<file path="src/rtl/abist_pkg.sv">
package abist_pkg;

    localparam int CSR_W  = 64;
    localparam int MASK_W = 32;
    localparam int BANK_W = 16;
    localparam int RSVD_W = CSR_W - MASK_W - BANK_W - 1;

    typedef struct packed {
        logic              result;
        logic [RSVD_W-1:0] rsvd;
        logic [BANK_W-1:0] bank;
        logic [MASK_W-1:0] mask;
    } csr_t;

    typedef enum logic [1:0] {
        ST_IDLE,
        ST_PICK,
        ST_TEST
    } st_t;

endpackage

</file>
<file path="src/rtl/abist_lowbit.sv">
module abist_lowbit #(
    parameter int W  = 32,
    parameter int IW = (W > 1) ? $clog2(W) : 1
) (
    input  logic [W-1:0]  vec,
    output logic          any,
    output logic [IW-1:0] idx
);
    logic [W:0]   seen;
    logic [W-1:0] hot;

    assign seen[0] = 1'b0;

    for (genvar g = 0; g < W; g++) begin : g_chain
        assign seen[g+1] = seen[g] | vec[g];
        assign hot[g]    = vec[g] & ~seen[g];
    end

    assign any = seen[W];

    always_comb begin
        idx = '0;
        for (int i = 0; i < W; i++) begin
            if (hot[i]) idx = idx | IW'(i);
        end
    end
endmodule

</file>
<file path="src/rtl/abist_csr_pack.sv">
module abist_csr_pack
    import abist_pkg::*;
#(
    parameter int APB = 32
) (
    input  logic [APB-1:0]    mask,
    input  logic [BANK_W-1:0] bank,
    input  logic              result,
    output logic [CSR_W-1:0]  word
);
    csr_t w;

    always_comb begin
        w        = '0;
        w.mask   = MASK_W'(mask);
        w.bank   = bank;
        w.result = result;
    end

    assign word = w;
endmodule

</file>
<file path="src/rtl/array_selftest_ctrl.sv">
module array_selftest_ctrl
    import abist_pkg::*;
#(
    parameter int ARR_PER_BANK = 32,
    parameter int LAST_BANK    = 15,
    parameter int IDX_W        = (ARR_PER_BANK > 1) ? $clog2(ARR_PER_BANK) : 1
) (
    input  logic              clk,
    input  logic              rst,
    input  logic              csr_wr_en,
    input  logic [CSR_W-1:0]  csr_wr_data,
    output logic [CSR_W-1:0]  csr_rd_data,
    output logic              busy,
    input  logic              abort_req,
    output logic              test_req,
    output logic [BANK_W-1:0] test_bank,
    output logic [IDX_W-1:0]  test_idx,
    input  logic              test_done,
    input  logic              test_fail
);
    localparam logic [ARR_PER_BANK-1:0] ALL_ONES = {ARR_PER_BANK{1'b1}};
    localparam logic [BANK_W-1:0]       FINAL_BANK = BANK_W'(LAST_BANK);

    st_t                     st;
    logic [ARR_PER_BANK-1:0] mask_q;
    logic [BANK_W-1:0]       bank_q;
    logic                    result_q;
    logic [IDX_W-1:0]        idx_q;

    csr_t                    wr_word;
    logic                    pick_any;
    logic [IDX_W-1:0]        pick_idx;

    assign wr_word = csr_t'(csr_wr_data);

    logic unused_rsvd;
    assign unused_rsvd = ^wr_word.rsvd;

    if (ARR_PER_BANK < MASK_W) begin : g_drop_high
        logic unused_high;
        assign unused_high = ^wr_word.mask[MASK_W-1:ARR_PER_BANK];
    end

    abist_lowbit #(
        .W  (ARR_PER_BANK),
        .IW (IDX_W)
    ) u_pick (
        .vec (mask_q),
        .any (pick_any),
        .idx (pick_idx)
    );

    always_ff @(posedge clk) begin
        if (rst) begin
            st       <= ST_IDLE;
            mask_q   <= '0;
            bank_q   <= '0;
            result_q <= 1'b0;
            idx_q    <= '0;
        end else begin
            case (st)
                ST_IDLE: begin
                    if (csr_wr_en) begin
                        mask_q   <= wr_word.mask[ARR_PER_BANK-1:0];
                        bank_q   <= wr_word.bank;
                        result_q <= wr_word.result;
                        if (!wr_word.result) st <= ST_PICK;
                    end
                end
                ST_PICK: begin
                    if (abort_req) begin
                        st <= ST_IDLE;
                    end else if (pick_any) begin
                        idx_q <= pick_idx;
                        st    <= ST_TEST;
                    end else if (bank_q >= FINAL_BANK) begin
                        st <= ST_IDLE;
                    end else begin
                        bank_q <= bank_q + 1'b1;
                        mask_q <= ALL_ONES;
                    end
                end
                ST_TEST: begin
                    if (test_done) begin
                        if (test_fail) begin
                            result_q <= 1'b1;
                            st       <= ST_IDLE;
                        end else begin
                            mask_q[idx_q] <= 1'b0;
                            st            <= ST_PICK;
                        end
                    end
                end
                default: st <= ST_IDLE;
            endcase
        end
    end

    assign busy      = (st != ST_IDLE);
    assign test_req  = (st == ST_TEST);
    assign test_bank = bank_q;
    assign test_idx  = idx_q;

    abist_csr_pack #(
        .APB (ARR_PER_BANK)
    ) u_pack (
        .mask   (mask_q),
        .bank   (bank_q),
        .result (result_q),
        .word   (csr_rd_data)
    );
endmodule

</file>
<file path="config.mk">
export PLATFORM = sky130hd
export DESIGN_NAME = array_selftest_ctrl
export DESIGN_NICKNAME = d
export VERILOG_FILES = /design/src/rtl/abist_pkg.sv /design/src/rtl/abist_lowbit.sv /design/src/rtl/abist_csr_pack.sv /design/src/rtl/array_selftest_ctrl.sv
export SDC_FILE = /design/constraint.sdc
export NUM_CORES = 1
export LEC_CHECK = 0
export ABC_AREA = 1
export BUFFER_PORTS_ARGS = -buffer_cell sky130_fd_sc_hd__buf_4
export CAP_MARGIN = 20
export CORE_MARGIN = 2
export CORE_UTILIZATION = 47
export CTS_CLUSTER_SIZE = 30
export DETAILED_ROUTE_END_ITERATION = 10
export GPL_ROUTABILITY_DRIVEN = 0
export GPL_TIMING_DRIVEN = 0
export PLACE_DENSITY = 0.76
export SLEW_MARGIN = 20
export SYNTH_ARGS = -nofsm -noshare
export SYNTH_HDL_FRONTEND = slang
export SYNTH_SLANG_ARGS = --single-unit
</file>
<file path="constraint.sdc">
create_clock -name clk -period 2.9 [get_ports clk]
set_input_delay 0.87 -clock clk [delete_from_list [all_inputs] [get_ports clk]]
set_output_delay 0.87 -clock clk [all_outputs]
set_load 0.02 [all_outputs]
</file>
### Word level (Yosys, flattened, before mapping)

Cells that the tools add are included.

| word-level totals | value |
|---|---|
| bits in registers | 56 |
| output and inout bits | 87 |
| word-level logic and storage cells | 252 |

| cells by class | value |
|---|---|
| equal/unequal tests | 12 |
| bitwise gates (word level) | 95 |
| multiplexer cells | 123 |
| order comparisons | 3 |
| add/subtract/negate cells | 1 |
| reductions and logical operators | 13 |

Operators by type and width:

| cell | count |
|---|---|
| $mux W32 | 23 |
| $mux W16 | 16 |
| $mux W5 | 25 |
| $pmux W32 S3 | 1 |
| $mux W2 | 28 |
| $and A32 B32 Y32 | 1 |
| $mux W4 | 8 |
| $not A32 Y32 | 1 |
| $pmux W16 S2 | 1 |
| $and A1 B1 Y1 | 31 |
| $not A1 Y1 | 31 |
| $or A1 B1 Y1 | 31 |
| $ne A3 B3 Y1 const B | 6 |
| $add A16 B1 Y16 const B | 1 |
| $ge A16 B4 Y1 const B | 1 |
| $mux W1 | 14 |
| $mux W3 | 4 |
| $reduce_and A4 Y1 | 2 |
| $reduce_and A7 Y1 | 1 |
| $lt A5 B6 Y1 const B | 1 |
| $ne A3 B2 Y1 const B | 2 |
| $pmux W2 S3 | 1 |
| $reduce_bool A2 Y1 | 3 |
| $reduce_bool A3 Y1 | 2 |
| other kinds (12) | 12 |

### Depth between registers and ports, before layout

Gate-level depths: netlist (run 1).

| logic depth | value |
|---|---|
| depth in word-level cells | 44 |
| gate-level depth with buffers | 18 |

### Cells and area by module

From an unflattened synthesis (run 1), not the netlist that was laid out.

| unflattened totals | value |
|---|---|
| cell total of the unflattened synthesis | 763 |
| area, all modules | 4,588.2 µm² |

By module, submodules not included:

| module | instances | sequential area each (µm²) | area each (µm²) | cells each |
|---|---|---|---|---|
| array_selftest_ctrl | 1 | 1,121.1 | 3,535.9 | 592 |
| abist_lowbit | 1 | 0.0 | 568.0 | 106 |
| abist_csr_pack | 1 | 0.0 | 484.2 | 65 |

### Least setup slack after synthesis (run 1)

Ideal clock, no wire load.

| timing | value |
|---|---|
| path kind | input to register |
| start point | in rst |
| end point | reg mask_q[5] |
| arrival | 2.426 ns |
| slack | 0.358 ns |
| path buffers | 1 |
| setup time | 0.115 ns |
| data required time | 2.785 ns |
| stages on the path | 8 |
| path through | inv_1 > nand2_1 > o21ai_0 > a2111oi_1 > buf_2 > nand3_1 > nand2_1 > nor2_1 |

| between the ends | value |
|---|---|
| longest elaborated chain between the ends | 2 |

RTL lines:

| what | RTL line | source |
|---|---|---|
| start: declaration | array_selftest_ctrl.sv:9 | `input logic rst,` |
| $ne A3 B3 Y1 (no source line), or another cell as far along | -- |  |
| $reduce_and A7 Y1 (no source line) | -- |  |
| end signal: assignment | array_selftest_ctrl.sv:64 | `mask_q <= wr_word.mask[ARR_PER_BANK-1:0];` |
| end: declaration | array_selftest_ctrl.sv:25 | `logic [ARR_PER_BANK-1:0] mask_q;` |

Parallel ways exist; a longest one is shown, timed or not.
A chain may end at the register's enable or synchronous reset.

### Final worst setup path (run 1)

| timing | value |
|---|---|
| start point | reg st[0] |
| end point | reg mask_q[21] |

| between the ends | value |
|---|---|
| longest elaborated chain between the ends | 3 |

RTL lines:

| what | RTL line | source |
|---|---|---|
| start: declaration | array_selftest_ctrl.sv:24 | `st_t st;` |
| start signal: assignment | array_selftest_ctrl.sv:55 | `st <= ST_IDLE;` |
| start signal: assignment | array_selftest_ctrl.sv:67 | `if (!wr_word.result) st <= ST_PICK;` |
| start signal: assignment | array_selftest_ctrl.sv:72 | `st <= ST_IDLE;` |
| $eq A2 B1 Y1, or another cell as far along | array_selftest_ctrl.sv:61 | `case (st)` |
| $ne A3 B3 Y1 (no source line), or another cell as far along | -- |  |
| $reduce_and A7 Y1 (no source line) or $mux W32 (tied branches) | -- |  |

Parallel ways exist; a longest one is shown, timed or not. The select of a mux whose other input is x is not followed.

==> flow_summary.html, run 1 <==
<table>
<tr><th>Metric</th><th>Value</th></tr>
<tr><th colspan="2">Global route</th></tr>
<tr><td>Vias in the first global route</td><td>4786</td></tr>
<tr><td>Pin count of the biggest net entering global routing</td><td>17</td></tr>
<tr><td>Number of antenna violations at the first check in global routing</td><td>0</td></tr>
<tr><td>First-pass GRT wire length</td><td>22.3 mm</td></tr>
<tr><td>Aggregate global routing overflow</td><td>0</td></tr>
<tr><td>GRT Overall Usage</td><td>27.2%</td></tr>
<tr><th colspan="2">STA</th></tr>
<tr><td>Number of endpoints failing setup at the final stage</td><td>0</td></tr>
<tr><td>Post-layout minimum cycle time</td><td>2740 ps</td></tr>
<tr><td>Worst slew margin</td><td>47.3%</td></tr>
<tr><td>Worst setup skew after layout</td><td>5.54 ps</td></tr>
<tr><td>Final slew viol count</td><td>0</td></tr>
<tr><td>Final Worst Setup Slack</td><td>161 ps</td></tr>
<tr><td>Max frequency</td><td>365 MHz</td></tr>
<tr><td>Final hold violations</td><td>0</td></tr>
<tr><td>Actual transition at the worst max-transition pin</td><td>789 ps</td></tr>
<tr><td>Crit share post-route</td><td>94.4%</td></tr>
<tr><td>Total negative slack for setup checks</td><td>0 ps</td></tr>
<tr><th colspan="2">Route</th></tr>
<tr><td>Drt initial violations</td><td>412</td></tr>
<tr><td>Routed via count</td><td>5317</td></tr>
<tr><td>Vias per cell</td><td>5.56</td></tr>
<tr><td>Sum of met2 wire segment lengths after detailed routing</td><td>6.48 mm</td></tr>
<tr><td>DR WL/cell</td><td>14.7 um</td></tr>
<tr><td>M1 wire length</td><td>5.80 mm</td></tr>
<tr><td>Met3 WL</td><td>1.13 mm</td></tr>
<tr><td>Drc violations</td><td>0</td></tr>
<tr><td>Max layer used</td><td>met4</td></tr>
<tr><td>Antenna viol nets, final</td><td>0</td></tr>
<tr><td>Pre-antenna DRT Iters</td><td>6</td></tr>
<tr><td>Final Routed Wirelength</td><td>14.0 mm</td></tr>
<tr><th colspan="2">Floorplanning</th></tr>
<tr><td>Die Outline Area</td><td>10100 um2</td></tr>
<tr><td>Number of top-level design ports</td><td>157</td></tr>
<tr><td>DIE WIDTH</td><td>100 um</td></tr>
<tr><td>Core footprint</td><td>9110 um2</td></tr>
<tr><td>Initial cell density of the core</td><td>47.9%</td></tr>
<tr><td>Chip height</td><td>100 um</td></tr>
<tr><td>Number of core rows</td><td>35</td></tr>
<tr><th colspan="2">Setup path</th></tr>
<tr><td>Worst-path cell with the longest stage delay</td><td>sky130_fd_sc_hd__a2111oi_2</td></tr>
<tr><td>Arr. time, crit path</td><td>2960 ps</td></tr>
<tr><td>Ordered cell list for the critical path</td><td>inv_1 &gt; ha_1 &gt; clkinv_1 &gt; a2111oi_2 &gt; buf_2 &gt; buf_2 &gt; nand3_1 &gt; nand2_1 &gt; nor2_1</td></tr>
<tr><td>Data required time of the worst path</td><td>3120 ps</td></tr>
<tr><td>Top Family by Delay on Critical Path</td><td>buffers and inverters</td></tr>
<tr><td>Critical path startpoint category</td><td>register</td></tr>
<tr><td>CP dominant cell by count</td><td>sky130_fd_sc_hd__buf_2</td></tr>
<tr><td>CP max stage delay</td><td>850 ps</td></tr>
<tr><td>Total buffers and inverters traversed by the critical path</td><td>4</td></tr>
<tr><td>Crit Path Class</td><td>reg2reg</td></tr>
<tr><td>Top fanout value on the critical path</td><td>10</td></tr>
<tr><td>Worst R2R Setup Slack</td><td>160 ps</td></tr>
<tr><td>Category of the worst setup path capture point</td><td>register</td></tr>
<tr><th colspan="2">Pwr</th></tr>
<tr><td>Power density over cell area</td><td>877 nW/um2</td></tr>
<tr><td>Fraction of power spent switching nets</td><td>48.6%</td></tr>
<tr><td>Leak pwr</td><td>2.80 nW</td></tr>
<tr><td>Relative contribution of combinational cells to total power</td><td>61.2%</td></tr>
<tr><td>Clock network power share</td><td>10.4%</td></tr>
<tr><td>Worst IR Drop VDD</td><td>0.000480 V</td></tr>
<tr><td>Sequential share of power</td><td>28.4%</td></tr>
<tr><td>Switching power total</td><td>2.43 mW</td></tr>
<tr><td>Pint</td><td>2.57 mW</td></tr>
<tr><th colspan="2">Run</th></tr>
<tr><td>Max-cap violations</td><td>0</td></tr>
<tr><th colspan="2">Clock tree</th></tr>
<tr><td>Clock transition at the registers of the reported paths</td><td>100 ps</td></tr>
<tr><td>Max H-tree Level</td><td>2</td></tr>
<tr><td>Clock tree from TritonCTS</td><td>built</td></tr>
<tr><td>TritonCTS buffer count</td><td>5</td></tr>
<tr><td>Longest Clk Path Bufs</td><td>2</td></tr>
<tr><td>CTS Root Cell</td><td>sky130_fd_sc_hd__clkbuf_8</td></tr>
<tr><td>Number of clock sinks seen by CTS</td><td>56</td></tr>
<tr><td>Clock latency reported for the late side of the worst-skew pair</td><td>320 ps</td></tr>
<tr><th colspan="2">Placement</th></tr>
<tr><td>IO buf count</td><td>126</td></tr>
<tr><td>Placed Cells</td><td>945</td></tr>
<tr><td>HPWL Detailed</td><td>10.8 mm</td></tr>
<tr><td>Worst slack at placement</td><td>111 ps</td></tr>
<tr><th colspan="2">Synth</th></tr>
<tr><td>Top_reg_cell synth</td><td>sky130_fd_sc_hd__dfxtp_1</td></tr>
<tr><td>Mean Syn Cell Area</td><td>6.30 um2</td></tr>
<tr><td>Post-Synthesis Cells</td><td>693</td></tr>
<tr><td>Register bit total from synthesis</td><td>56</td></tr>
<tr><td>Fraction of post-synthesis cell area in the top cell type by area</td><td>25.7%</td></tr>
<tr><td>Proportion of synthesized flip-flops having asynchronous set or reset</td><td>0%</td></tr>
<tr><td>Leading cell types by total area after synthesis</td><td>sky130_fd_sc_hd__dfxtp_1 (26%), sky130_fd_sc_hd__nor2_1 (10%), sky130_fd_sc_hd__nand2_1 (8.7%), sky130_fd_sc_hd__nand3_1 (7.9%), sky130_fd_sc_hd__a21oi_1 (6.2%)</td></tr>
<tr><td>Post-synth top area cell</td><td>sky130_fd_sc_hd__dfxtp_1</td></tr>
<tr><td>Number of flops mapped to enable cells by yosys</td><td>0</td></tr>
<tr><td>Post-synth cell types</td><td>39</td></tr>
<tr><td>Netlist area before placement</td><td>4370 um2</td></tr>
<tr><td>Sequential fraction of the synthesis area</td><td>25.7%</td></tr>
<tr><td>Yosys warning total</td><td>0</td></tr>
<tr><th colspan="2">Layout</th></tr>
<tr><td>Number of nets in the layout</td><td>920</td></tr>
<tr><td>Leading cell type in the layout, fill and taps excluded</td><td>sky130_fd_sc_hd__buf_4</td></tr>
<tr><td>Leading cell types in the layout, fill and taps excluded</td><td>sky130_fd_sc_hd__buf_4 (163), sky130_fd_sc_hd__nor2_1 (120), sky130_fd_sc_hd__nand2_1 (100)</td></tr>
<tr><td>Share of layout cells above drive strength 1</td><td>25.9%</td></tr>
<tr><td>Diode count</td><td>0</td></tr>
<tr><td>Final design utilization</td><td>62.5%</td></tr>
<tr><td>Number of standard cells in the final layout excluding fillers</td><td>957</td></tr>
<tr><td>Layout-stage area growth over the synthesis result</td><td>30.5%</td></tr>
<tr><th colspan="2">Run status</th></tr>
<tr><td>Status</td><td>complete, no violations</td></tr>
<tr><th colspan="2">Worst hold path</th></tr>
<tr><td>Min-delay worst type</td><td>reg2reg</td></tr>
</table>
logic make-up after synthesis:
| logic type | Yosys count | share of synthesized area [%] |
|---|---|---|
| DFF | 56 | 25.7 |
| buffers and inverters | 125 | 16.2 |
| muxes | 6 | 1.38 |
| xor gates and xnor gates | 7 | 1.40 |
| AOI/OAI and AO/OA | 150 | 19.1 |
| other | 1 | 0.0859 |
| and+or+nand+nor | 343 | 34.7 |
| adders and majority gates | 5 | 1.43 |
metal layers:
metal / GRT usage [%] / up-vias
li1: - / 2598
met1: 34.0 / 2340
met2: 45.5 / 315
met3: 3.55 / 64
met4: 14.9 / 0
met5: 0 / -
stage by stage:
step / area (um2) / power (mW) / hold WS [ps]
6_report: 5700 / 4.99 / 535
3_3_place_gp: 5500 / 4.31 / 501
5_1_grt: 5700 / 5.39 / 559
2_1_floorplan: 4420 / 3.37 / 503
4_1_cts: 5620 / 4.91 / 536
3_5_place_dp: 5510 / 4.38 / 522
state kept, by name, indices dropped and copies added, names as in the netlist:
| signal | flops |
|---|---|
| mask_q | 32 |
| result_q | 1 |
| st | 2 |
| test_bank | 16 |
| test_idx | 5 |
synth_stat cells, types with 2 or more instances:
cell type / n
sky130_fd_sc_hd__nor2_1: 122
sky130_fd_sc_hd__nand2_1: 101
sky130_fd_sc_hd__nand3_1: 69
sky130_fd_sc_hd__dfxtp_1: 56
sky130_fd_sc_hd__a21oi_1: 54
sky130_fd_sc_hd__inv_1: 54
sky130_fd_sc_hd__o21ai_0: 51
sky130_fd_sc_hd__buf_4: 32
sky130_fd_sc_hd__o22ai_1: 29
sky130_fd_sc_hd__nor3_1: 18
sky130_fd_sc_hd__buf_2: 16
sky130_fd_sc_hd__clkbuf_1: 12
sky130_fd_sc_hd__nand4_1: 11
sky130_fd_sc_hd__xor2_1: 7
sky130_fd_sc_hd__mux2i_1: 6
sky130_fd_sc_hd__nand3b_1: 6
sky130_fd_sc_hd__o21bai_1: 6
sky130_fd_sc_hd__ha_1: 5
sky130_fd_sc_hd__nor2_2: 5
sky130_fd_sc_hd__buf_12: 4
sky130_fd_sc_hd__buf_6: 3
sky130_fd_sc_hd__nand2_2: 3
sky130_fd_sc_hd__nor4_1: 3
sky130_fd_sc_hd__clkinv_1: 2
sky130_fd_sc_hd__nand4_2: 2
sky130_fd_sc_hd__nor2_4: 2
sky130_fd_sc_hd__o41ai_1: 2
final cells by class:
cell class / instances / area (um2)
clock buffer: 6 / 72.6
fill: 855 / 3410
multi-input combinational: 526 / 2620
clock inverter: 2 / 35.0
buffer: 69 / 509
inverter: 56 / 210
tap: 111 / 139
sequential: 56 / 1130
timing repair buffer: 131 / 981
path summary, 6_finish.rpt:
check | startpoint | end | depth (start not counted)
max | st[0]$_SDFFE_PP0P_ | mask_q[21]$_SDFFE_PP0P_ | 9
min | mask_q[12]$_SDFFE_PP0P_ | mask_q[12]$_SDFFE_PP0P_ | 2
max reg2reg | st[0]$_SDFFE_PP0P_ | mask_q[21]$_SDFFE_PP0P_ | 9
min reg2reg | mask_q[12]$_SDFFE_PP0P_ | mask_q[12]$_SDFFE_PP0P_ | 2
tightest hold or removal path: cells and delay by family (launching register included):
| family | cells | cell delay (ps) |
|---|---|---|
| AO/OA/AOI/OAI | 1 | 110 |
| AND/OR/NAND/NOR | 1 | 50 |
| flip-flops | 1 | 340 |
power groups by stage:
stage	combinational [mW]	clock (mW)	sequential, mW
floorplan	1.78	0	1.59
global placement	2.92	0	1.39
detailed placement	2.98	0	1.40
CTS	2.99	0.532	1.39
global route	3.36	0.569	1.46
finish	3.06	0.519	1.42
what timing repair did:
item                                    4_1_cts  5_1_grt
hold buffers                                  0        0
endpoints found under the setup margin        0       36
gates resized for setup                       0       17
buffers inserted                              0        4
No activity file was read; power rests on OpenSTA's default activity.
==> inputs of run 2 (changes only) <==
--- a/config.mk
+++ b/config.mk
@@ -9,12 +9,13 @@
 export BUFFER_PORTS_ARGS = -buffer_cell sky130_fd_sc_hd__buf_4
 export CAP_MARGIN = 20
 export CORE_MARGIN = 2
-export CORE_UTILIZATION = 47
+export CORE_UTILIZATION = 51
+export CTS_CLUSTER_DIAMETER = 60
 export CTS_CLUSTER_SIZE = 30
 export DETAILED_ROUTE_END_ITERATION = 10
 export GPL_ROUTABILITY_DRIVEN = 0
 export GPL_TIMING_DRIVEN = 0
-export PLACE_DENSITY = 0.76
+export PLACE_DENSITY_LB_ADDON = 0.12
 export SLEW_MARGIN = 20
 export SYNTH_ARGS = -nofsm -noshare
 export SYNTH_HDL_FRONTEND = slang
==> flow_summary.html, run 2 (synthesized netlist as in run 1, its figures left out) <==
<table>
<tr><th>Metric</th><th>Value</th></tr>
<tr><th colspan="2">Route</th></tr>
<tr><td>Routed via count</td><td>5351 (+0.64%)</td></tr>
<tr><td>Antenna viol nets, final</td><td>0 (unchanged)</td></tr>
<tr><td>Met3 WL</td><td>1.27 mm (+12%)</td></tr>
<tr><td>Final Routed Wirelength</td><td>14.4 mm (+2.4%)</td></tr>
<tr><td>Pre-antenna DRT Iters</td><td>6 (unchanged)</td></tr>
<tr><td>M1 wire length</td><td>5.57 mm (-3.9%)</td></tr>
<tr><td>Vias per cell</td><td>5.62 (+1.2%)</td></tr>
<tr><td>Sum of met2 wire segment lengths after detailed routing</td><td>7.08 mm (+9.2%)</td></tr>
<tr><td>Max layer used</td><td>met4</td></tr>
<tr><td>Drc violations</td><td>0 (unchanged)</td></tr>
<tr><td>Drt initial violations</td><td>452 (+9.7%)</td></tr>
<tr><td>DR WL/cell</td><td>15.1 um (+2.9%)</td></tr>
<tr><th colspan="2">Setup path</th></tr>
<tr><td>Total buffers and inverters traversed by the critical path</td><td>3 (-1)</td></tr>
<tr><td>Worst-path cell with the longest stage delay</td><td>sky130_fd_sc_hd__dfxtp_1</td></tr>
<tr><td>CP max stage delay</td><td>380 ps (-470 ps)</td></tr>
<tr><td>Ordered cell list for the critical path</td><td>inv_1 &gt; nand2_1 &gt; nor2_4 &gt; nand3_4 &gt; nor2_4 &gt; nand4_4 &gt; nor2_4 &gt; nand4_4 &gt; nor2_4 &gt; nand4_1 &gt; nor2_2 &gt; nand4_1 &gt; nand2_2 &gt; buf_12 &gt; buf_8 &gt; nand3_1 &gt; nand2_1 &gt; nor2_1</td></tr>
<tr><td>Worst R2R Start</td><td>mask_q[11]$_SDFFE_PP0P_</td></tr>
<tr><td>Category of the worst setup path capture point</td><td>register</td></tr>
<tr><td>Crit Path Class</td><td>reg2reg</td></tr>
<tr><td>Top Family by Delay on Critical Path</td><td>simple AND/OR/NAND/NOR gates</td></tr>
<tr><td>Arr. time, crit path</td><td>2980 ps (+20 ps)</td></tr>
<tr><td>Logic depth of the worst setup path including buffers</td><td>18 (+9)</td></tr>
<tr><td>Top fanout value on the critical path</td><td>10 (unchanged)</td></tr>
<tr><td>Endpoint of the lowest-slack register-to-register path</td><td>mask_q[22]$_SDFFE_PP0P_</td></tr>
<tr><td>Worst R2R Setup Slack</td><td>140 ps (-20 ps)</td></tr>
<tr><td>CP dominant cell by count</td><td>sky130_fd_sc_hd__nor2_4</td></tr>
<tr><td>Critical path startpoint category</td><td>register</td></tr>
<tr><td>Number of cells traversed by the worst register-to-register path</td><td>18 (+9)</td></tr>
<tr><td>Data required time of the worst path</td><td>3120 ps (about the same)</td></tr>
<tr><th colspan="2">STA</th></tr>
<tr><td>Max frequency</td><td>362 MHz (-0.85%)</td></tr>
<tr><td>Final Worst Setup Slack</td><td>138 ps (-23.4 ps)</td></tr>
<tr><td>Total negative slack for setup checks</td><td>0 ps (unchanged)</td></tr>
<tr><td>Worst slew margin</td><td>51.9% (+4.6 points)</td></tr>
<tr><td>Crit share post-route</td><td>95.2% (+0.81 points)</td></tr>
<tr><td>Actual transition at the worst max-transition pin</td><td>720 ps (-68.5 ps)</td></tr>
<tr><td>Final hold violations</td><td>0 (unchanged)</td></tr>
<tr><td>Post-layout minimum cycle time</td><td>2760 ps (+23.4 ps)</td></tr>
<tr><td>Final slew viol count</td><td>0 (unchanged)</td></tr>
<tr><td>Worst setup skew after layout</td><td>5.62 ps (+0.0810 ps)</td></tr>
<tr><td>Number of endpoints failing setup at the final stage</td><td>0 (unchanged)</td></tr>
<tr><th colspan="2">Worst hold path</th></tr>
<tr><td>Cell depth of the worst min-delay path</td><td>2 (unchanged)</td></tr>
<tr><td>Launch point of the worst hold path</td><td>test_bank[9]$_SDFFE_PP0P_</td></tr>
<tr><td>Min-delay worst type</td><td>reg2reg</td></tr>
<tr><td>Worst-case hold path end point</td><td>test_bank[9]$_SDFFE_PP0P_</td></tr>
<tr><th colspan="2">Layout</th></tr>
<tr><td>Number of nets in the layout</td><td>921 (+0.11%)</td></tr>
<tr><td>Leading cell types in the layout, fill and taps excluded</td><td>sky130_fd_sc_hd__buf_4 (162), sky130_fd_sc_hd__nor2_1 (118), sky130_fd_sc_hd__nand2_1 (99)</td></tr>
<tr><td>Diode count</td><td>0 (unchanged)</td></tr>
<tr><td>Post-Layout Inst Area</td><td>5780 um2 (+1.5%)</td></tr>
<tr><td>Layout-stage area growth over the synthesis result</td><td>32.5%</td></tr>
<tr><td>Layout filler cell count</td><td>753 (-12%)</td></tr>
<tr><td>Register ranked first by flip-flop count</td><td>mask_q</td></tr>
<tr><td>Final design utilization</td><td>70.0% (+7.5 points)</td></tr>
<tr><td>Leading cell type in the layout, fill and taps excluded</td><td>sky130_fd_sc_hd__buf_4</td></tr>
<tr><td>Largest register FFs</td><td>32 (unchanged)</td></tr>
<tr><td>Share of layout cells above drive strength 1</td><td>26.7% (+0.80 points)</td></tr>
<tr><th colspan="2">Placement</th></tr>
<tr><td>Worst slack at placement</td><td>146 ps (+35.1 ps)</td></tr>
<tr><td>IO buf count</td><td>126 (unchanged)</td></tr>
<tr><td>Placement-stage cell area</td><td>5510 um2 (-0.14%)</td></tr>
<tr><td>HPWL Detailed</td><td>10.9 mm (+0.34%)</td></tr>
<tr><th colspan="2">Pwr</th></tr>
<tr><td>Power density over cell area</td><td>883 nW/um2 (+0.72%)</td></tr>
<tr><td>Worst IR Drop VDD</td><td>0.000536 V (+12%)</td></tr>
<tr><td>Leak pwr</td><td>2.83 nW (+1.0%)</td></tr>
<tr><th colspan="2">Global route</th></tr>
<tr><td>GRT Overall Usage</td><td>29.7% (+2.5 points)</td></tr>
<tr><td>Vias in the first global route</td><td>4754 (-0.67%)</td></tr>
<tr><td>Number of antenna violations at the first check in global routing</td><td>0 (unchanged)</td></tr>
<tr><td>First-pass GRT wire length</td><td>21.9 mm (-1.6%)</td></tr>
<tr><td>Aggregate global routing overflow</td><td>0 (unchanged)</td></tr>
<tr><td>Pin count of the biggest net entering global routing</td><td>19 (+2)</td></tr>
<tr><th colspan="2">Floorplanning</th></tr>
<tr><td>Number of top-level design ports</td><td>157 (unchanged)</td></tr>
<tr><td>Chip height</td><td>96.5 um (-3.8%)</td></tr>
<tr><td>Core footprint</td><td>8260 um2 (-9.3%)</td></tr>
<tr><td>Number of core rows</td><td>33 (-5.7%)</td></tr>
<tr><td>DIE WIDTH</td><td>96.5 um (-3.8%)</td></tr>
<tr><td>Initial cell density of the core</td><td>52.9% (+4.9 points)</td></tr>
<tr><td>Die Outline Area</td><td>9320 um2 (-7.5%)</td></tr>
<tr><th colspan="2">Clock tree</th></tr>
<tr><td>Clock tree from TritonCTS</td><td>built</td></tr>
<tr><td>Number of clock sinks seen by CTS</td><td>56 (unchanged)</td></tr>
<tr><td>CTS Root Cell</td><td>sky130_fd_sc_hd__clkbuf_8</td></tr>
<tr><td>TritonCTS buffer count</td><td>5 (unchanged)</td></tr>
<tr><td>Clock latency reported for the late side of the worst-skew pair</td><td>320 ps (about the same)</td></tr>
<tr><td>Clock transition at the registers of the reported paths</td><td>110 ps (about the same)</td></tr>
<tr><td>Longest Clk Path Bufs</td><td>2 (unchanged)</td></tr>
<tr><td>Max H-tree Level</td><td>2 (unchanged)</td></tr>
<tr><td>CTS hold repair buffers</td><td>0 (unchanged)</td></tr>
<tr><th colspan="2">Run status</th></tr>
<tr><td>Status</td><td>complete, no violations</td></tr>
<tr><th colspan="2">Run</th></tr>
<tr><td>Max-cap violations</td><td>0 (unchanged)</td></tr>
</table>
run 2: cell types whose count changed in the layout (fill, tap and decap cells not counted), moves of 2 or more:
cell and delta:
sky130_fd_sc_hd__nand4_4 +2, sky130_fd_sc_hd__buf_6 -2, sky130_fd_sc_hd__nand4_2 -2, sky130_fd_sc_hd__nor2_4 +5
sky130_fd_sc_hd__nor2_2 -3, sky130_fd_sc_hd__nor2_1 -2, sky130_fd_sc_hd__clkinv_4 +2, sky130_fd_sc_hd__buf_8 +2
run 2: how the worst max path moves through the flow:
stage | startpoint | endpoint
floorplan | rst | mask_q[5]$_SDFFE_PP0P_
global placement | rst | mask_q[15]$_SDFFE_PP0P_
detailed placement | rst | mask_q[6]$_SDFFE_PP0P_
CTS | mask_q[6]$_SDFFE_PP0P_ | test_bank[14]$_SDFFE_PP0P_
global route | mask_q[6]$_SDFFE_PP0P_ | mask_q[20]$_SDFFE_PP0P_
finish | mask_q[11]$_SDFFE_PP0P_ | mask_q[22]$_SDFFE_PP0P_
run 2: report_power, final:
| part | internal (mW) | total, mW | switching [mW] |
|---|---|---|---|
| Clock | 0.261 | 0.541 | 0.280 |
| Sequential | 1.03 | 1.44 | 0.411 |
| Combinational | 1.30 | 3.12 | 1.82 |
run 2: metal layers:
metal / up-vias / track usage [%]
li1: 2597 / -
met1: 2415 / 36.3
met2: 295 / 52.9
met3: 44 / 4.34
met4: 0 / 10.9
met5: - / 0
run 2: what timing repair did:
item                       CTS  global route
setup endpoints to repair    0            48
setup buffers                0             4
resized for setup            0            32
run 2: per-stage QoR:
| step | std cells | hold slack [ps] | total power [mW] |
|---|---|---|---|
| floorplan | 707 | 503 | 3.37 |
| global placement | 938 | 515 | 4.31 |
| detailed placement | 939 | 519 | 4.39 |
| CTS | 947 | 549 | 4.93 |
| global route | 952 | 583 | 5.48 |
| finish | 952 | 545 | 5.11 |
run 2: cell type report:
| cell class | count | area, um2 | area share, % |
|---|---|---|---|
| multi-input cells | 526 | 2670 | 46.1 |
| flip-flops and latches | 56 | 1130 | 19.6 |
| repair buffers | 132 | 1010 | 17.4 |
| plain buffers | 69 | 517 | 8.93 |
| inverters | 56 | 210 | 3.63 |
| well taps | 105 | 131 | 2.27 |
| clock buffers | 5 | 68.8 | 1.19 |
| clock inverters | 3 | 47.5 | 0.822 |
run 2: tightest hold or removal path: stages, from the launching register on:
cell and delay [ps]:
sky130_fd_sc_hd__dfxtp_1 350, sky130_fd_sc_hd__a21oi_1 120, sky130_fd_sc_hd__nor2_1 50
==> inputs of run 3 (changes only) <==
--- a/config.mk
+++ b/config.mk
@@ -9,7 +9,8 @@
 export BUFFER_PORTS_ARGS = -buffer_cell sky130_fd_sc_hd__buf_4
 export CAP_MARGIN = 20
 export CORE_MARGIN = 2
-export CORE_UTILIZATION = 51
+export CORE_UTILIZATION = 52
+export CTS_BUF_LIST = sky130_fd_sc_hd__clkbuf_2 sky130_fd_sc_hd__clkbuf_4 sky130_fd_sc_hd__clkbuf_8
 export CTS_CLUSTER_DIAMETER = 60
 export CTS_CLUSTER_SIZE = 30
 export DETAILED_ROUTE_END_ITERATION = 10
==> flow_summary.html, run 3 (synthesized netlist as in run 1, its figures left out) <==
<table>
<tr><th>Metric</th><th>Value</th></tr>
<tr><th colspan="2">Clock tree</th></tr>
<tr><td>Number of clock sinks seen by CTS</td><td>56 (unchanged)</td></tr>
<tr><td>CTS Root Cell</td><td>sky130_fd_sc_hd__clkbuf_8</td></tr>
<tr><td>CTS hold repair buffers</td><td>0 (unchanged)</td></tr>
<tr><td>TritonCTS buffer count</td><td>5 (unchanged)</td></tr>
<tr><td>Max H-tree Level</td><td>2 (unchanged)</td></tr>
<tr><td>Clock latency reported for the late side of the worst-skew pair</td><td>320 ps (about the same)</td></tr>
<tr><td>Longest Clk Path Bufs</td><td>2 (unchanged)</td></tr>
<tr><td>Clock tree from TritonCTS</td><td>built</td></tr>
<tr><td>Clock transition at the registers of the reported paths</td><td>100 ps (about the same)</td></tr>
<tr><th colspan="2">STA</th></tr>
<tr><td>Max frequency</td><td>347 MHz (-4.0%)</td></tr>
<tr><td>Final slew viol count</td><td>0 (unchanged)</td></tr>
<tr><td>Final hold violations</td><td>0 (unchanged)</td></tr>
<tr><td>Actual transition at the worst max-transition pin</td><td>672 ps (-48.5 ps)</td></tr>
<tr><td>Post-layout minimum cycle time</td><td>2880 ps (+117 ps)</td></tr>
<tr><td>Number of endpoints failing setup at the final stage</td><td>0 (unchanged)</td></tr>
<tr><td>Total negative slack for setup checks</td><td>0 ps (unchanged)</td></tr>
<tr><td>Worst slew margin</td><td>55.1% (+3.2 points)</td></tr>
<tr><td>Unrepaired setup endpoints after global routing</td><td>true</td></tr>
<tr><td>Worst setup skew after layout</td><td>10.6 ps (+4.96 ps)</td></tr>
<tr><td>Crit share post-route</td><td>99.3% (+4.0 points)</td></tr>
<tr><th colspan="2">Floorplanning</th></tr>
<tr><td>Core footprint</td><td>8180 um2 (-1.0%)</td></tr>
<tr><td>Die Outline Area</td><td>9140 um2 (-1.8%)</td></tr>
<tr><td>DIE WIDTH</td><td>95.6 um (-0.93%)</td></tr>
<tr><td>Number of top-level design ports</td><td>157 (unchanged)</td></tr>
<tr><td>Initial cell density of the core</td><td>53.4% (+0.53 points)</td></tr>
<tr><td>Number of core rows</td><td>33 (unchanged)</td></tr>
<tr><td>Chip height</td><td>95.6 um (-0.93%)</td></tr>
<tr><th colspan="2">Placement</th></tr>
<tr><td>IO buf count</td><td>126 (unchanged)</td></tr>
<tr><td>HPWL Detailed</td><td>10.7 mm (-1.5%)</td></tr>
<tr><td>Placed Cells</td><td>939 (unchanged)</td></tr>
<tr><th colspan="2">Layout</th></tr>
<tr><td>Leading cell type in the layout, fill and taps excluded</td><td>sky130_fd_sc_hd__buf_4</td></tr>
<tr><td>Leading cell types in the layout, fill and taps excluded</td><td>sky130_fd_sc_hd__buf_4 (167), sky130_fd_sc_hd__nor2_1 (117), sky130_fd_sc_hd__nand2_1 (93)</td></tr>
<tr><td>Register ranked first by flip-flop count</td><td>mask_q</td></tr>
<tr><td>Share of layout cells above drive strength 1</td><td>31.2% (+4.5 points)</td></tr>
<tr><td>Diode count</td><td>0 (unchanged)</td></tr>
<tr><td>Largest register FFs</td><td>32 (unchanged)</td></tr>
<tr><td>Number of standard cells in the final layout excluding fillers</td><td>960 (+0.84%)</td></tr>
<tr><td>Layout-stage area growth over the synthesis result</td><td>38.5%</td></tr>
<tr><td>Number of nets in the layout</td><td>929 (+0.87%)</td></tr>
<tr><th colspan="2">Pwr</th></tr>
<tr><td>Worst IR Drop VDD</td><td>0.000538 V (+0.41%)</td></tr>
<tr><td>Power density over cell area</td><td>880 nW/um2 (-0.32%)</td></tr>
<tr><td>Leak pwr</td><td>2.95 nW (+4.3%)</td></tr>
<tr><th colspan="2">Setup path</th></tr>
<tr><td>Worst R2R Start</td><td>mask_q[7]$_SDFFE_PP0P_</td></tr>
<tr><td>Endpoint of the lowest-slack register-to-register path</td><td>mask_q[12]$_SDFFE_PP0P_</td></tr>
<tr><td>Crit Path Class</td><td>reg2reg</td></tr>
<tr><td>Top fanout value on the critical path</td><td>8 (-2)</td></tr>
<tr><td>Category of the worst setup path capture point</td><td>register</td></tr>
<tr><td>Total buffers and inverters traversed by the critical path</td><td>2 (-1)</td></tr>
<tr><td>Ordered cell list for the critical path</td><td>nor2_4 &gt; nand2_2 &gt; nor2_4 &gt; nand3_4 &gt; nor2_4 &gt; nand4_4 &gt; nor2_4 &gt; nand4_4 &gt; nor2_4 &gt; nand4_1 &gt; nor2_2 &gt; nand4_1 &gt; nand2_4 &gt; buf_12 &gt; clkbuf_16 &gt; nand3_1 &gt; nand2_1 &gt; nor2_1</td></tr>
<tr><td>Worst-path cell with the longest stage delay</td><td>sky130_fd_sc_hd__dfxtp_4</td></tr>
<tr><td>CP max stage delay</td><td>380 ps (about the same)</td></tr>
<tr><td>Number of cells traversed by the worst register-to-register path</td><td>18 (unchanged)</td></tr>
<tr><td>Top Family by Delay on Critical Path</td><td>simple AND/OR/NAND/NOR gates</td></tr>
<tr><td>Arr. time, crit path</td><td>3100 ps (+120 ps)</td></tr>
<tr><td>Data required time of the worst path</td><td>3120 ps (about the same)</td></tr>
<tr><td>Worst R2R Setup Slack</td><td>20 ps (-120 ps)</td></tr>
<tr><td>CP dominant cell by count</td><td>sky130_fd_sc_hd__nor2_4</td></tr>
<tr><td>Critical path startpoint category</td><td>register</td></tr>
<tr><th colspan="2">Route</th></tr>
<tr><td>Vias per cell</td><td>5.66 (+0.70%)</td></tr>
<tr><td>DR WL/cell</td><td>15.5 um (+2.6%)</td></tr>
<tr><td>Final Routed Wirelength</td><td>14.9 mm (+3.5%)</td></tr>
<tr><td>Routed via count</td><td>5434 (+1.6%)</td></tr>
<tr><td>Drc violations</td><td>0 (unchanged)</td></tr>
<tr><td>Antenna viol nets, final</td><td>0 (unchanged)</td></tr>
<tr><td>Pre-antenna DRT Iters</td><td>6 (unchanged)</td></tr>
<tr><td>Drt initial violations</td><td>628 (+39%)</td></tr>
<tr><th colspan="2">Run status</th></tr>
<tr><td>Status</td><td>complete, no violations</td></tr>
<tr><th colspan="2">Worst hold path</th></tr>
<tr><td>Cell depth of the worst min-delay path</td><td>2 (unchanged)</td></tr>
<tr><td>Worst-case hold path end point</td><td>test_bank[9]$_SDFFE_PP0P_</td></tr>
<tr><td>Min-delay worst type</td><td>reg2reg</td></tr>
<tr><td>Launch point of the worst hold path</td><td>test_bank[9]$_SDFFE_PP0P_</td></tr>
<tr><th colspan="2">Global route</th></tr>
<tr><td>GRT Overall Usage</td><td>30.1% (+0.42 points)</td></tr>
<tr><td>First-pass GRT wire length</td><td>21.9 mm (-0.13%)</td></tr>
<tr><td>Aggregate global routing overflow</td><td>0 (unchanged)</td></tr>
<tr><td>Vias in the first global route</td><td>4742 (-0.25%)</td></tr>
<tr><td>Pin count of the biggest net entering global routing</td><td>17 (-2)</td></tr>
<tr><td>Number of antenna violations at the first check in global routing</td><td>0 (unchanged)</td></tr>
<tr><th colspan="2">Run</th></tr>
<tr><td>Max-cap violations</td><td>0 (unchanged)</td></tr>
</table>
==> run 3: cell types whose count changed in the layout (fill, tap and decap cells not counted), sizes merged <==
cell    before  now
clkbuf      19   23
buf        187  192
clkinv       4    3
==> run 3: cell type report <==
class,count,area (um2)
Multi-Input combinational cell,526,2810
Fill cell,704,2130
Sequential cell,56,1140
Timing Repair Buffer,140,1120
Buffer,69,517
Inverter,56,210
Tap cell,105,131
Clock buffer,6,76.3
Clock inverter,2,35.0
==> run 3: routing by layer <==
layer  vias to the layer above  wire length [um]  track usage (%)
li1                       2619                 -                -
met4                         0               556             15.0
met2                       336              7090             51.1
met5                         -                 0                0
met1                      2420              5760             37.6
met3                        59              1450             3.64
==> run 3: how the worst max path moves through the flow <==
stage | start | to | cells past startpoint
floorplan | rst | mask_q[5]$_SDFFE_PP0P_ | 8
global placement | rst | mask_q[20]$_SDFFE_PP0P_ | 9
detailed placement | mask_q[6]$_SDFFE_PP0P_ | mask_q[23]$_SDFFE_PP0P_ | 18
CTS | mask_q[6]$_SDFFE_PP0P_ | mask_q[23]$_SDFFE_PP0P_ | 18
global route | mask_q[7]$_SDFFE_PP0P_ | mask_q[12]$_SDFFE_PP0P_ | 18
finish | mask_q[7]$_SDFFE_PP0P_ | mask_q[12]$_SDFFE_PP0P_ | 18
==> run 3: through the flow <==
stage / worst slack [ps] / power [mW] / hold WS [ps] / util [%] / area [um2]
floorplan: 358 / 3.37 / 503 / - / 4420
global placement: -797 / 4.30 / 518 / 67.2 / 5500
detailed placement: 147 / 4.38 / 520 / 67.3 / 5510
CTS: 133 / 4.91 / 539 / 68.7 / 5620
global route: -217 / 5.68 / 572 / 73.9 / 6040
finish: 21.5 / 5.32 / 536 / 73.9 / 6040
==> run 3: report_power, final <==
part | leakage, nW | switching, mW | internal, mW | total (mW)
Sequential | 0.469 | 0.406 | 1.04 | 1.45
Clock | 0.0586 | 0.271 | 0.267 | 0.537
Combinational | 2.43 | 1.93 | 1.40 | 3.34
==> run 3: tightest hold or removal path, delay by kind of cell, from the launching register on <==
family | cells | cell delay (ps)
flip-flops | 1 | 350
AND/OR/NAND/NOR | 1 | 50
AO/OA/AOI/OAI | 1 | 110
==> run 3: timing repair <==
action	4_1_cts	5_1_grt
resized for setup	0	69
setup endpoints to repair	0	48
buffers inserted	0	9
